===== src/rtl/pwr_mode_pkg.sv =====
// Package: pwr_mode_pkg
// Shared mode encoding and supply-count constant for the power mode controller.
package pwr_mode_pkg;
    // Mode codes; the values are visible on mode_o.
    typedef enum logic [1:0] {
        PM_NORMAL = 2'd0,
        PM_HIB    = 2'd1,
        PM_LP     = 2'd2,
        PM_START  = 2'd3
    } pm_state_t;

    // Number of monitored supply rails with undervoltage flags.
    localparam int UV_SRC = 4;
endpackage


===== src/rtl/pwr_wake_filter.sv =====
// Module: pwr_wake_filter
// Low-level filter for the wake pin. Counts tick-qualified cycles while the
// pin stays low and saturates at FILT_LEN. Any high sample clears the count.
// Assumes: pin_n has already been synchronized to clk; tick is a one-cycle enable.
module pwr_wake_filter #(
    parameter int FILT_LEN = 4
) (
    input  logic clk,
    input  logic rst_n,
    input  logic pin_n,
    input  logic tick,
    output logic expired
);
    localparam int CW = $clog2(FILT_LEN + 1);
    localparam logic [CW-1:0] LIMIT = CW'(FILT_LEN);

    logic [CW-1:0] cnt_q;

    // Count while the pin stays low; clear on a high sample.
    always_ff @(posedge clk) begin
        if (!rst_n) begin
            cnt_q <= '0;
        end else if (pin_n) begin
            cnt_q <= '0;
        end else if (tick && (cnt_q != LIMIT)) begin
            cnt_q <= cnt_q + 1'b1;
        end
    end

    // The filter has expired once the count reaches its limit.
    assign expired = (cnt_q == LIMIT);
endmodule


===== src/rtl/pwr_sticky_bits.sv =====
// Module: pwr_sticky_bits
// A bank of sticky status flags. A set pulse wins over the shared clear strobe.
// Assumes: set and clear pulses are single-cycle and synchronous to clk.
module pwr_sticky_bits #(
    parameter int NBITS = 2
) (
    input  logic             clk,
    input  logic             rst_n,
    input  logic [NBITS-1:0] set_i,
    input  logic             clr_i,
    output logic [NBITS-1:0] q_o
);
    for (genvar g = 0; g < NBITS; g++) begin : g_bit
        logic q_q;
        // Hold each flag; a set in the same cycle as the clear takes priority.
        always_ff @(posedge clk) begin
            if (!rst_n) begin
                q_q <= 1'b0;
            end else if (set_i[g]) begin
                q_q <= 1'b1;
            end else if (clr_i) begin
                q_q <= 1'b0;
            end
        end
        assign q_o[g] = q_q;
    end
endmodule


===== src/rtl/pwr_mode_fsm.sv =====
// Module: pwr_mode_fsm
// Mode sequencer: normal, hibernate, low power and timed startup. It also holds
// the regulator pattern from the hibernate command.
// Assumes: command strobes are single-cycle; filt_expired comes from the wake
// filter on wake_n; reset enters the startup state.
module pwr_mode_fsm
    import pwr_mode_pkg::*;
#(
    parameter int NREG        = 8,
    parameter int STARTUP_CYC = 6
) (
    input  logic            clk,
    input  logic            rst_n,
    input  logic            hib_cmd_wr,
    input  logic [NREG-1:0] hib_cmd_data,
    input  logic            lp_cmd_wr,
    input  logic            role_slave,
    input  logic            wake_n,
    input  logic            gpio_wake_n,
    input  logic            uv_any,
    input  logic            por_evt,
    input  logic            filt_expired,
    output pm_state_t       state_o,
    output logic [NREG-1:0] hib_mask_o,
    output logic            hib_wake_set_o
);
    localparam int SW = $clog2(STARTUP_CYC + 1);
    localparam logic [SW-1:0] SC_LAST = SW'(STARTUP_CYC - 1);

    pm_state_t       state_q, state_d;
    logic [SW-1:0]   sc_q;
    logic [NREG-1:0] mask_q;
    logic            wake_src_low;
    logic            lp_enter;
    logic            lp_leave;

    // Select the hibernate wake source for the current role.
    assign wake_src_low = role_slave ? !gpio_wake_n : !wake_n;
    // Low power entry: pin level enable in the slave role, command otherwise.
    assign lp_enter = role_slave ? filt_expired : lp_cmd_wr;
    // Low power exit: pin released in the slave role, filtered low otherwise.
    assign lp_leave = por_evt || (role_slave ? wake_n : filt_expired);

    // Compute the next mode from the current mode and the events.
    always_comb begin
        state_d = state_q;
        case (state_q)
            PM_NORMAL: begin
                if (hib_cmd_wr)    state_d = PM_HIB;
                else if (lp_enter) state_d = PM_LP;
            end
            PM_HIB:   if (uv_any || wake_src_low) state_d = PM_START;
            PM_LP:    if (lp_leave) state_d = PM_START;
            PM_START: if (sc_q == SC_LAST) state_d = PM_NORMAL;
            default:  state_d = PM_START;
        endcase
    end

    // Register the mode and the startup counter.
    always_ff @(posedge clk) begin
        if (!rst_n) begin
            state_q <= PM_START;
            sc_q    <= '0;
        end else begin
            state_q <= state_d;
            sc_q    <= (state_q == PM_START && state_d == PM_START) ? sc_q + 1'b1 : '0;
        end
    end

    // Capture the regulator pattern when a hibernate command is accepted.
    always_ff @(posedge clk) begin
        if (!rst_n) begin
            mask_q <= '0;
        end else if (state_q == PM_NORMAL && hib_cmd_wr) begin
            mask_q <= hib_cmd_data;
        end
    end

    assign state_o        = state_q;
    assign hib_mask_o     = mask_q;
    assign hib_wake_set_o = (state_q == PM_HIB) && wake_src_low;
endmodule


===== src/rtl/pwr_mode_ctrl.sv =====
// Module: pwr_mode_ctrl (top)
// Power mode sequencing controller. It joins the wake filter, the mode
// sequencer and the sticky status flags, and decodes the mode into the
// regulator, bridge, clock and reset-pin controls.
// Assumes: all inputs are synchronous to clk; synchronous active-low reset.
module pwr_mode_ctrl
    import pwr_mode_pkg::*;
#(
    parameter int NREG        = 8,
    parameter int FILT_LEN    = 4,
    parameter int STARTUP_CYC = 6
) (
    input  logic              clk,
    input  logic              rst_n,
    input  logic              hib_cmd_wr,
    input  logic [NREG-1:0]   hib_cmd_data,
    input  logic              lp_cmd_wr,
    input  logic              wake_n,
    input  logic              gpio_wake_n,
    input  logic              role_slave,
    input  logic [UV_SRC-1:0] uv_flags,
    input  logic              por_evt,
    input  logic              lp_tick,
    input  logic              stat_rd_clr,
    output logic [NREG-1:0]   reg_en,
    output logic              bridge_oe,
    output logic              clk_en,
    output logic              rst_pin_n,
    output logic [1:0]        mode_o,
    output logic              stat_hib_wake,
    output logic              stat_awake_evt
);
    pm_state_t       state;
    logic [NREG-1:0] hib_mask;
    logic            hib_wake_set;
    logic            filt_expired;
    logic [1:0]      stat_set;
    logic [1:0]      stat_q;

    pwr_wake_filter #(.FILT_LEN(FILT_LEN)) u_filt (
        .clk     (clk),
        .rst_n   (rst_n),
        .pin_n   (wake_n),
        .tick    (lp_tick),
        .expired (filt_expired)
    );

    pwr_mode_fsm #(.NREG(NREG), .STARTUP_CYC(STARTUP_CYC)) u_fsm (
        .clk            (clk),
        .rst_n          (rst_n),
        .hib_cmd_wr     (hib_cmd_wr),
        .hib_cmd_data   (hib_cmd_data),
        .lp_cmd_wr      (lp_cmd_wr),
        .role_slave     (role_slave),
        .wake_n         (wake_n),
        .gpio_wake_n    (gpio_wake_n),
        .uv_any         (|uv_flags),
        .por_evt        (por_evt),
        .filt_expired   (filt_expired),
        .state_o        (state),
        .hib_mask_o     (hib_mask),
        .hib_wake_set_o (hib_wake_set)
    );

    // Bit 0: hibernate ended by the wake source; bit 1: wake pin seen low.
    assign stat_set = {!wake_n, hib_wake_set};

    pwr_sticky_bits #(.NBITS(2)) u_stat (
        .clk   (clk),
        .rst_n (rst_n),
        .set_i (stat_set),
        .clr_i (stat_rd_clr),
        .q_o   (stat_q)
    );

    // Decode the mode into the regulator, bridge, clock and reset-pin controls.
    always_comb begin
        reg_en    = '1;
        bridge_oe = 1'b0;
        clk_en    = 1'b1;
        rst_pin_n = 1'b0;
        case (state)
            PM_NORMAL: begin
                bridge_oe = 1'b1;
                rst_pin_n = 1'b1;
            end
            PM_HIB:  reg_en = hib_mask;
            PM_LP: begin
                reg_en = '0;
                clk_en = 1'b0;
            end
            default: ;
        endcase
    end

    assign mode_o         = state;
    assign stat_hib_wake  = stat_q[0];
    assign stat_awake_evt = stat_q[1];
endmodule


===== config.mk =====
export PLATFORM = sky130hd
export DESIGN_NAME = pwr_mode_ctrl
export DESIGN_NICKNAME = d
export VERILOG_FILES = /design/src/rtl/pwr_mode_pkg.sv /design/src/rtl/pwr_wake_filter.sv /design/src/rtl/pwr_sticky_bits.sv /design/src/rtl/pwr_mode_fsm.sv /design/src/rtl/pwr_mode_ctrl.sv
export SDC_FILE = /design/constraint.sdc
export NUM_CORES = 1
export LEC_CHECK = 0
export BUFFER_PORTS_ARGS = -buffer_cell sky130_fd_sc_hd__buf_2
export CAP_MARGIN = 30
export CORE_MARGIN = 1.5
export CORE_UTILIZATION = 23
export DETAILED_ROUTE_END_ITERATION = 6
export PLACE_DENSITY_LB_ADDON = 0.3
export SYNTH_ARGS = -nofsm -noshare
export SYNTH_HDL_FRONTEND = slang
export SYNTH_SLANG_ARGS = --single-unit

===== constraint.sdc =====
create_clock -name clk -period 4.2 [get_ports clk]
set_input_delay 0.84 -clock clk [delete_from_list [all_inputs] [get_ports clk]]
set_output_delay 0.84 -clock clk [all_outputs]
set_load 0.03 [all_outputs]

# After elaboration in Yosys (flattened, before gate mapping)
# Cells that the tools add are included.
[totals] register_bits=18 in_bits=22 out_inout_bits=15 wordCells=45
[classes] add_sub_neg=2 eq_ne=8 n_mux=15 bitwise_logic=1 n_reduce_logical=13
[ops] op="$pmux 8 s2" n=1
[ops] op="$mux 2" n=5
[ops] op="$mux 1" n=8
[ops] op="$pmux 2 s4" n=1
[ops] op="$add 3x1->3 const B" n=2
[ops] op="$eq 2x2->1 const B" n=3
[ops] op="$eq 3x3->1 const B" n=2
[ops] op="$logic_and 1x1->1" n=4
[ops] op="$reduce_or 4->1" n=1
[ops] op="$ne 3x3->1 const B" n=1
[ops] op="$eq 2x1->1 const B" n=1
[ops] op="$logic_not 1->1" n=2
[ops] op="$logic_not 2->1" n=1
[ops] op="$logic_or 1x1->1" n=2
[ops] op="$ne 2x1->1 const B" n=1
[ops] op="$reduce_and 2->1" n=1
[ops] op="$reduce_bool 2->1" n=1
[ops] op="$reduce_or 2->1" n=1
[ops] op="$not 1->1" n=1

# Depth between registers and ports, before layout
# Gate-level depths: netlist of run 1.
[logic_depth] word_depth=8 ltp_mapped=5 ltp_nobuf=5

# Modules after synthesis
# A second synthesis of run 1 with hierarchy kept.
[hier_totals] hier_cells=98 area_unflattened_um2=988.4
[modules_own_cells] mod="pwr_mode_fsm" instances=1 cells_per_inst=56 area_each_um2=605.6 seq_area_each_um2=260.2
[modules_own_cells] mod="pwr_wake_filter" instances=1 cells_per_inst=18 area_each_um2=187.7 seq_area_each_um2=60.1
[modules_own_cells] mod="pwr_mode_ctrl" instances=1 cells_per_inst=16 area_each_um2=112.6 seq_area_each_um2=0.0
[modules_own_cells] mod="pwr_sticky_bits" instances=1 cells_per_inst=8 area_each_um2=82.6 seq_area_each_um2=40.0

# Worst setup path after synthesis of run 1
# OpenSTA, ideal clock, no wires.
[synth_path] path_type="flip-flop to output port" startpoint="reg u_fsm.state_q[0], in the netlist u_fsm.state_o[0]" endpoint="out rst_pin_n" t_arrival_ns=1.267 required_ns=3.360 setup_slack_ns=2.093 path_stages_with_launch=3 path_buffers=1 path_cell_list="dfxtp_1 -> nor2_1 -> buf_4"
[synth_via] elab_chain_len=2
[synth_lines] item="start: declaration" line_no="pwr_mode_fsm.sv:30" text="pm_state_t state_q, state_d;"
[synth_lines] item="start signal: assignment" line_no="pwr_mode_fsm.sv:65" text="state_q <= state_d;"
[synth_lines] item="$logic_not 2->1"
[synth_lines] item="$mux 1"
[synth_lines] item="end: declaration" line_no="pwr_mode_ctrl.sv:28" text="output logic rst_pin_n,"
# No other way between the ends.

# Final worst setup path of run 1
[layout_path] startpoint="reg u_fsm.state_q[0], in the netlist u_fsm.state_o[0]" endpoint="out reg_en[5]"
[layout_via] elab_chain_len=2 elab_cells_between_ends=3 classes_between="2 x eq/ne; 1 x mux"
[layout_lines] item="$eq 2x2->1 / $eq 2x1->1 (equally long branches)" line_no="pwr_mode_ctrl.sv:82" text="case (state)"
[layout_lines] item="$pmux 8 s2 *" line_no="pwr_mode_ctrl.sv:82"
[layout_lines] item="end: declaration" line_no="pwr_mode_ctrl.sv:25" text="output logic [NREG-1:0] reg_en,"
# Every way passes the cells marked *; elsewhere a longest branch is shown, timed or not.

==> results of run 1 <==
-- how the worst max path moves through the flow --
stage                                 from        end  slack (ns)  cells past startpoint
2_1_floorplan  u_fsm.state_o[0]$_SDFF_PN1_  rst_pin_n        2.09                      2
3_3_place_gp   u_fsm.state_o[1]$_SDFF_PN1_  reg_en[4]        2.19                      3
3_5_place_dp   u_fsm.state_o[0]$_SDFF_PN1_  reg_en[5]        2.12                      3
4_1_cts        u_fsm.state_o[0]$_SDFF_PN1_  reg_en[5]        1.83                      3
5_1_grt        u_fsm.state_o[0]$_SDFF_PN1_  reg_en[5]        1.74                      3
6_report       u_fsm.state_o[0]$_SDFF_PN1_  reg_en[5]        1.84                      3
-- Yosys cell counts --
cell type | count | area, um^2
sky130_fd_sc_hd__nor2_1 | 7 | 26.3
sky130_fd_sc_hd__a21bo_2 | 1 | 10.0
sky130_fd_sc_hd__ha_1 | 4 | 50.1
sky130_fd_sc_hd__a2111oi_2 | 1 | 15.0
sky130_fd_sc_hd__nor3_1 | 1 | 5.00
sky130_fd_sc_hd__and3b_1 | 1 | 8.76
sky130_fd_sc_hd__and2_1 | 2 | 12.5
sky130_fd_sc_hd__o21ba_2 | 1 | 10.0
sky130_fd_sc_hd__buf_4 | 3 | 22.5
sky130_fd_sc_hd__xnor2_1 | 1 | 8.76
sky130_fd_sc_hd__inv_1 | 5 | 18.8
sky130_fd_sc_hd__a21oi_1 | 1 | 5.00
sky130_fd_sc_hd__dfxtp_1 | 18 | 360
sky130_fd_sc_hd__nand4_1 | 1 | 6.26
sky130_fd_sc_hd__mux2i_1 | 10 | 100
sky130_fd_sc_hd__o21ai_1 | 1 | 5.00
sky130_fd_sc_hd__o31ai_1 | 1 | 7.51
sky130_fd_sc_hd__buf_6 | 1 | 11.3
sky130_fd_sc_hd__o21a_1 | 8 | 60.1
sky130_fd_sc_hd__and3_1 | 1 | 6.26
sky130_fd_sc_hd__nor3b_1 | 1 | 7.51
sky130_fd_sc_hd__a31oi_1 | 1 | 6.26
sky130_fd_sc_hd__a21boi_0 | 2 | 15.0
sky130_fd_sc_hd__a222oi_1 | 1 | 10.0
sky130_fd_sc_hd__nor2b_1 | 9 | 56.3
sky130_fd_sc_hd__nand2b_1 | 4 | 25.0
sky130_fd_sc_hd__mux2_2 | 1 | 11.3
sky130_fd_sc_hd__a21o_1 | 1 | 7.51
sky130_fd_sc_hd__nor4bb_2 | 1 | 16.3
sky130_fd_sc_hd__nand3_1 | 1 | 5.00
sky130_fd_sc_hd__clkbuf_1 | 1 | 3.75
sky130_fd_sc_hd__o22ai_1 | 1 | 6.26
-- through the flow --
step	power, mW	hold slack, ns	instances	util, %
floorplan	0.207	0.421	93	-
global placement	0.223	0.431	173	30.2
detailed placement	0.225	0.441	173	30.2
CTS	0.369	0.457	177	31.7
global route	0.379	0.490	177	31.7
finish	0.362	0.450	177	31.7
-- area by class of cell --
cell class                 instances  area (um^2)
sequential                        18          360
multi-input combinational         65          503
clock buffer                       4         55.1
tap                               48         60.1
timing repair buffer              37          188
fill                             413         2560
inverter                           5         18.8
-- critical path: stages (launching register included) --
cell and delay (ns):
sky130_fd_sc_hd__dfxtp_1 0.46, sky130_fd_sc_hd__nand2b_1 0.43, sky130_fd_sc_hd__o21a_1 0.19, sky130_fd_sc_hd__buf_2 0.19
-- sequential cells by signal (all words and copies together) (netlist names) --
signal            count
u_fsm.hib_mask_o      8
u_fsm.sc_q            3
u_filt.cnt_q          3
u_stat.g_bit.q_q      2
u_fsm.state_o         2
-- power by group --
part           switching [mW]  internal (mW)  total, mW
combinational          0.0222         0.0201     0.0423
sequential            0.00327          0.175      0.178
clock                  0.0576         0.0833      0.141
-- cell families (layout without fill, tap and decap cells) --
family | Yosys count | in the layout
adder cells (fa/ha/maj) | 4 | 4
AND/OR/NAND/NOR | 29 | 29
AO/OA/AOI/OAI | 20 | 20
flip-flops | 18 | 18
multiplexers | 11 | 11
XOR/XNOR | 1 | 1
buffers and inverters | 10 | 46
-- layer usage --
| layer | vias up | track usage [%] | part of all wire (%) |
|---|---|---|---|
| met5 | - | 0 | 0 |
| met4 | 0 | 1.53 | 0.34 |
| li1 | 392 | - | - |
| met3 | 2 | 3.92 | 8.1 |
| met2 | 23 | 16.1 | 46 |
| met1 | 359 | 10.7 | 46 |
==> results.md, run 1 <==
Timing:
- In the final timing run, aggregate negative setup slack is 0 ns.
- The clock period could shrink to 2.36 ns.
- Setup repair after global routing left no endpoint under its margin.
- The count of endpoints failing setup in the final report is 0.
- The number of failing hold endpoints at the final stage is 0.
- The achievable clock frequency is 423 MHz.
- Measured against its own limit, the worst slew margin works out to 67.7%.
- The final critical-path share of the clock period is 56.2%.
- Once routing completed, OpenROAD measured the worst setup slack at 1.84 ns.
- The final max-slew violation count is 0.
- The clock tree skew after final layout is 0.00194 ns.
- At the pin with the least slew margin, the transition time is 0.480 ns.

Finish:
- The total number of nets in the final design is 156.
- 0 antenna diodes ended up in the layout.
- The fraction of final layout cells with drive strength greater than 1 is 35.7%.
- The top cell types in the final layout, fill and taps aside, are sky130_fd_sc_hd__buf_2, sky130_fd_sc_hd__dfxtp_1, sky130_fd_sc_hd__mux2i_1, sky130_fd_sc_hd__nor2b_1, sky130_fd_sc_hd__o21a_1.
- The area growth from synthesis to layout is 28.8%.
- The finished cells cover 1180 um^2.
- The library cell used most frequently in the layout, excluding fill and tap cells, is sky130_fd_sc_hd__buf_2.

Global route:
- Entering global routing, the biggest net connects 17 pins.
- The combined global-route utilization of all metal layers is 9.30%.
- The number of antenna violations at the first check in global routing was 0.
- Summed over all layers, the global routing overflow is 0.
- The first global-routing pass estimated 3120 um of wire.
- The number of global-route vias before repair came to 741.

Synthesis:
- The net count after synthesis is 119.
- The main combinational cell family by area after synthesis is simple AND/OR/NAND/NOR gates.
- The compound-gate portion of the synthesized area is 17.1%.
- Each instance of the synthesized netlist takes up on average 9.89 um^2.
- The synthesized instance count is 93.
- The basic-gate share of the synthesized area counting and, or, nand and nor cells is 19.0%.
- After synthesis the cells add up to 920 um^2.
- After synthesis, the netlist uses 32 different library cells.
- The mux cell area share after synthesis is 12.1%.
- The flop and latch count out of synthesis is 18.
- The XOR/XNOR share of the synthesized area is 0.952%.
- The sequential element share of the synthesized area is 39.2%.
- During synthesis, Yosys emitted a total of 0 warnings.
- Summing the areas of all fa, ha and maj instances in the mapped netlist gives 5.44% of the synthesized area.

Floorplanning:
- The initial core utilization is 24.6%.
- The core area is 3740 um^2.
- The floorplan step set the die height to 66.2 um.
- The die covers 4390 um^2.
- For this design the top-level I/O count stands at 37.
- From left edge to right edge, the die measures 66.2 um.
- The row count is 22.

Placed design:
- Port buffering added 36 buffers.
- The cell area after placement is 1130 um^2.
- The worst setup slack after placement is 2.12 ns.
- The HPWL after detailed placement is 1580 um.
- Routability-driven placement finished with a final weighted congestion of 0.664.

CTS:
- The number of setup buffers added after CTS is 0.
- The clock tree root driver cell is sky130_fd_sc_hd__clkbuf_8.
- Clock latency on the worst-skew pair, taken at its later pin, is 0.25 ns.
- The number of buffers inserted for hold repair after clock tree synthesis is 0.
- In this run, CTS created clock tree buffers numbering 3.
- The clock sink count is 18.
- Clock-pin slew was measured on the worst setup and hold paths at 0.07 ns.
- The post-cts sizing count is 0.
- TritonCTS built the clock tree.
- The clock passes through at most 2 buffers.
- The CTS H-tree depth is 1.

Routing:
- The mean routed wirelength per cell is 11.6 um.
- The total number of vias is 776.
- In the routed layout, each cell is associated on average with a via count of 4.38.
- The final layout contains routed wiring with a total length of 2060 um.
- The count of nets left with antenna violations once routing finished came out at 0.
- The detailed router finished its first iteration with 19 violations.
- Before antenna repair, the detailed router went through 4 iterations.
- The DRC violation count after routing is 0.

Min path:
- In this run the worst hold path is classified as flip-flop to flip-flop.
- The worst hold path begins at u_fsm.sc_q[0]$_SDFF_PN0_.
- The cell depth of the worst min-delay path is 1.
- The worst hold path terminates at u_fsm.sc_q[0]$_SDFF_PN0_.

Critical path:
- Data arrives at the worst endpoint at 1.52 ns.
- Along the worst path, the maximum fanout reaches 10.
- The worst register-to-register path ends at u_filt.cnt_q[2]$_SDFFE_PP0P_.
- The worst reg2reg path depth is 5.
- The worst register-to-register path has a setup slack of 2.67 ns.
- The capturing element type of the critical path is an output port.
- The data required time at the worst endpoint is 3.36 ns.
- The category of the most critical setup path is flip-flop to output port.
- In this run the critical register-to-register path is launched from u_filt.cnt_q[0]$_SDFFE_PP0P_.
- The worst setup path is launched from a flip-flop.

Pwr:
- VDD sags by at most 0.000182 V.
- For this design the ratio of total power to cell area is 305 nW/um^2.
- In this run the static leakage power is 0.471 nW.

Status:
- The run finished with clean final reports.

Flow run:
- The total of max-cap violations is 0.
Note: power is estimated with default switching activity, not from simulation.
==> run 2: changes to the inputs <==
ABC_AREA = 1   (was not set)
clock period = 2.3 ns   (was 4.2 ns; I/O delays follow)
==> run 2 against run 1 <==
  * Synthesized area fell by 6.9%
  * Sequential cell count did not move
  * Sequential power rose by 83%
  * Final cell count rose by 17%
  * Highest routed layer unchanged
  * Setup slack got worse by 1.5 ns
  * Combinational power rose by 120%
  * Sequential share of layout area rose by 1.3 points
  * Non-clock buffer count fell by 1
==> results.md, run 2 <==
Critical path:
- The category of the most critical setup path is flip-flop to output port (unchanged).
- The count of buffering cells on the critical path with inverters included is 3 (was 1).
- The reg2reg setup slack was 1.16 ns (was 2.67 ns).
- The capturing element type of the critical path is an output port (unchanged).
- The peak per-stage delay on the critical path is 0.43 ns (was 0.46 ns).
- The startpoint of the most critical register-to-register path is u_filt.cnt_q[0]$_SDFFE_PP0P_ (unchanged).
- The terminus of the critical flop-to-flop path is u_filt.cnt_q[1]$_SDFFE_PP0P_ (was u_filt.cnt_q[2]$_SDFFE_PP0P_).
- The worst reg2reg path depth is 6 (was 5).
- The kind of launch point of the worst setup path is a flip-flop (unchanged).
- The critical path arrival is 1.50 ns (was 1.52 ns).
- The family with the most delay on the worst path is simple AND/OR/NAND/NOR gates (was flip-flops).
- The library cell contributing the largest single delay on the critical path is sky130_fd_sc_hd__dfxtp_1 (unchanged).
- The data required time at the worst endpoint is 1.84 ns (was 3.36 ns).
- The maximum fanout along the worst path is 8 (was 10).
- Chain of cells forming the critical path: inv_1 -> nor2_1 -> inv_1 -> nand2_1 -> nand2_1 -> buf_2 (was nand2b_1 -> o21a_1 -> buf_2).

Finish:
- The number of flip-flops in the largest register came to 8 (unchanged).
- The filler cell count is 379 (was 413).
- The total number of nets in the final design came to 188 (was 156).
- The footprint of the multi-input gates is 443 um^2 (was 503 um^2).
- The most frequent standard cell in the layout excluding fill and tap cells is sky130_fd_sc_hd__buf_2 (unchanged).
- Commonest non-fill, non-tap cells in the layout: sky130_fd_sc_hd__buf_2, sky130_fd_sc_hd__nand2_1, sky130_fd_sc_hd__nor2_1, sky130_fd_sc_hd__dfxtp_1, sky130_fd_sc_hd__o21ai_0 (was sky130_fd_sc_hd__buf_2, sky130_fd_sc_hd__dfxtp_1, sky130_fd_sc_hd__mux2i_1, sky130_fd_sc_hd__nor2b_1, sky130_fd_sc_hd__o21a_1).
- The final antenna diode count is 0 (unchanged).
- The footprint of the flip-flops and latches is 360 um^2 (unchanged).
- The fraction of final layout cells with drive strength greater than 1 is 26.7% (was 35.7%).
- The post-layout instance count excluding filler cells was 207 (was 177).
- The area growth from synthesis to layout is 32.9% (was 28.8%).

Global route:
- The pin count of the biggest net entering global routing is 15 (was 17).
- The combined global-route utilization of all metal layers is 10.5% (was 9.30%).
- The number of antenna violations at the first check in global routing is 0 (unchanged).
- The total grt overflow is 0 (unchanged).
- The wire length of the first global-routing pass is 3430 um (was 3120 um).
- The number of global-route vias before repair is 799 (was 741).

Pwr:
- The proportion of total power due to net switching was 25.0% (was 23.0%).
- The standby leakage power is 0.540 nW (was 0.471 nW).
- The relative contribution of combinational cells to total power came to 14.0% (was 11.7%).
- The clock network fraction of design power is 37.7% (was 39.0%).
- The relative contribution of sequential cells to total power was 48.3% (was 49.3%).
- The net switching power came to 0.169 mW (was 0.0831 mW).
- The power per cell area was 593 nW/um^2 (was 305 nW/um^2).
- The internal power contribution is 0.506 mW (was 0.279 mW).
- The maximum vdd drop is 0.000397 V (was 0.000182 V).

Routing:
- The DRC violation total after the first TritonRoute iteration came to 35 (was 19).
- The mean routed wirelength per cell is 9.57 um (was 11.6 um).
- The total number of vias came to 860 (was 776).
- The DRC violation count after routing is 0 (unchanged).
- The final wirelength is 1980 um (was 2060 um).
- The average via count per standard cell was 4.15 (was 4.38).
- The length of the first detailed-routing pass in iterations came to 4 (unchanged).
- The remaining antenna violation count after routing is 0 (unchanged).

Synthesis:
- The biggest area consumer among synthesized cells is sky130_fd_sc_hd__dfxtp_1 (unchanged).
- Cells taking the most area after synthesis: sky130_fd_sc_hd__dfxtp_1, sky130_fd_sc_hd__nand2_1, sky130_fd_sc_hd__nor2_1, sky130_fd_sc_hd__o21ai_0, sky130_fd_sc_hd__ha_1 (was sky130_fd_sc_hd__dfxtp_1, sky130_fd_sc_hd__mux2i_1, sky130_fd_sc_hd__o21a_1, sky130_fd_sc_hd__nor2b_1, sky130_fd_sc_hd__ha_1).
- The post-synthesis instance area was 856 um^2 (was 920 um^2).
- The number of enable flip-flop cells after synthesis came to 0 (unchanged).
- Commonest cells in the netlist: sky130_fd_sc_hd__nand2_1, sky130_fd_sc_hd__nor2_1, sky130_fd_sc_hd__dfxtp_1, sky130_fd_sc_hd__o21ai_0, sky130_fd_sc_hd__inv_1 (was sky130_fd_sc_hd__dfxtp_1, sky130_fd_sc_hd__mux2i_1, sky130_fd_sc_hd__nor2b_1, sky130_fd_sc_hd__o21a_1, sky130_fd_sc_hd__nor2_1).
- The flip-flop cell with the highest count after synthesis is sky130_fd_sc_hd__dfxtp_1 (unchanged).
- The most instantiated library cell after synthesis was sky130_fd_sc_hd__nand2_1 (was sky130_fd_sc_hd__dfxtp_1).
- The area fraction of the dominant cell type after synthesis is 42.1% (was 39.2%).
- The sequential element share of the synthesized area was 42.1% (was 39.2%).
- The synthesized instance count was 123 (was 93).
- The average footprint of a synthesized cell is 6.96 um^2 (was 9.89 um^2).
- The count of warnings emitted by yosys is 0 (unchanged).
- The proportion of register bits with asynchronous set or reset after synthesis is 0% (unchanged).
- The net count after synthesis is 149 (was 119).
- The flop and latch count out of synthesis came to 18 (unchanged).
- The count of distinct cell types in the synthesized netlist was 18 (was 32).

Floorplanning:
- The core area is 3440 um^2 (was 3740 um^2).
- The width of the die was 64 um (was 66.2 um).
- The vertical extent of the die is 64 um (was 66.2 um).
- The row count was 21 (was 22).
- The overall die area is 4100 um^2 (was 4390 um^2).
- The initial core utilization is 24.9% (was 24.6%).
- The I/O pin count is 37 (unchanged).

Timing:
- The final critical path time including I/O delays and setup is 1.96 ns.
- The achievable clock frequency is 511 MHz.
- The final-layout worst hold slack is 0.456 ns (was 0.450 ns).
- The final max-slew violation count is 0 (unchanged).
- The transition at the pin with the smallest max-transition slack is 0.263 ns (was 0.480 ns).
- The tightest slew margin relative to the limit is 82.5% (was 67.7%).
- The total negative slack for setup checks was 0 ns (unchanged).
- The final critical-path share of the clock period is 85.1%.
- The final critical-path setup slack is 0.343 ns (was 1.84 ns).
- The count of endpoints failing setup in the final report is 0 (unchanged).
- The clock tree skew after final layout is 0.00481 ns (was 0.00194 ns).
- The number of failing hold endpoints at the final stage is 0 (unchanged).
- Setup repair after global routing missed its margin: no (unchanged).

Min path:
- The path class of the lowest-slack min-delay path is input port to flip-flop (was flip-flop to flip-flop).
- The cell depth of the worst min-delay path is 3 (was 1).
- The capture endpoint of the worst hold path is u_fsm.hib_mask_o[6]$_SDFFE_PN0P_ (was u_fsm.sc_q[0]$_SDFF_PN0_).
- The worst min-delay path startpoint is hib_cmd_data[6] (was u_fsm.sc_q[0]$_SDFF_PN0_).

CTS:
- The largest buffer count on any clock path is 2 (unchanged).
- The clock sink count is 18 (unchanged).
- The post-cts sizing count is 0 (unchanged).
- The clock tree root driver cell is sky130_fd_sc_hd__clkbuf_8 (unchanged).
- The clock latency reported for the late side of the worst-skew pair is 0.25 ns (about the same).
- The CTS H-tree depth is 1 (unchanged).
- The number of buffers created by CTS is 3 (unchanged).
- The CTS tree was yes (unchanged).
- The clock transition at the registers of the reported paths is 0.07 ns (about the same).
- The number of buffers inserted for hold repair after clock tree synthesis is 0 (unchanged).
- The number of setup buffers added after CTS is 0 (unchanged).

Status:
- Status: finished, final reports clean (unchanged).

Flow run:
- The total of max-cap violations is 0 (unchanged).

Placed design:
- The worst setup slack after placement is 0.616 ns (was 2.12 ns).
- The number of buffers inserted by port buffering is 36 (unchanged).
- The half-perimeter wire length after detailed placement is 1570 um (was 1580 um).
- The number of cells in the design after placement is 203 (was 173).
- The routability congestion estimate is 0.713 (was 0.664).
-- run 2: power groups by stage --
stage,Sequential [mW],Combinational (mW),Clock (mW)
2_1_floorplan,0.339,0.0512,0
3_3_place_gp,0.334,0.0959,0
3_5_place_dp,0.333,0.0955,0
4_1_cts,0.326,0.0960,0.267
5_1_grt,0.327,0.107,0.277
6_report,0.326,0.0945,0.254
-- run 2: tightest hold or removal path, cell delays in order --
cell and delay [ns]:
sky130_fd_sc_hd__buf_2 0.07, sky130_fd_sc_hd__o21ai_0 0.07, sky130_fd_sc_hd__nor2_1 0.07
-- run 2: per-stage QoR --
stage	area (um^2)	total power [mW]	util (%)
floorplan	856	0.390	-
CTS	1140	0.688	33.0
global route	1140	0.711	33.0
finish	1140	0.675	33.0
detailed placement	1080	0.429	31.4
global placement	1080	0.429	31.4
-- run 2: how the worst max path moves through the flow --
stage / startpoint / slack (ns) / to / cells after the start
2_1_floorplan: u_fsm.state_o[0]$_SDFF_PN1_ / 0.42 / reg_en[0] / 4
3_3_place_gp: u_fsm.state_o[1]$_SDFF_PN1_ / 0.59 / reg_en[7] / 6
3_5_place_dp: u_fsm.state_o[1]$_SDFF_PN1_ / 0.62 / reg_en[1] / 6
4_1_cts: u_fsm.state_o[1]$_SDFF_PN1_ / 0.33 / reg_en[1] / 6
5_1_grt: u_fsm.state_o[1]$_SDFF_PN1_ / 0.16 / reg_en[1] / 6
6_report: u_fsm.state_o[1]$_SDFF_PN1_ / 0.34 / reg_en[1] / 6
-- run 2: kinds of logic after synthesis --
family / share of synthesized area [%]
simple gates: 33.6
xor+xnor: 2.05
flops: 42.1
fa+ha+maj: 5.85
buf+inv: 6.14
compound gates: 10.2
-- run 2: layer usage --
metal	routed length, um	GRT usage [%]	up-vias
li1	-	-	464
met1	952	13.1	381
met2	934	17.1	13
met3	81	4.40	2
met4	13	1.63	0
met5	0	0	-
-- run 2: final cells by class --
type | instances | area share, %
inverters | 11 | 3.63
clock buffers | 4 | 4.84
repair buffers | 36 | 15.8
well taps | 46 | 5.06
multi-input cells | 92 | 38.9
flip-flops and latches | 18 | 31.7
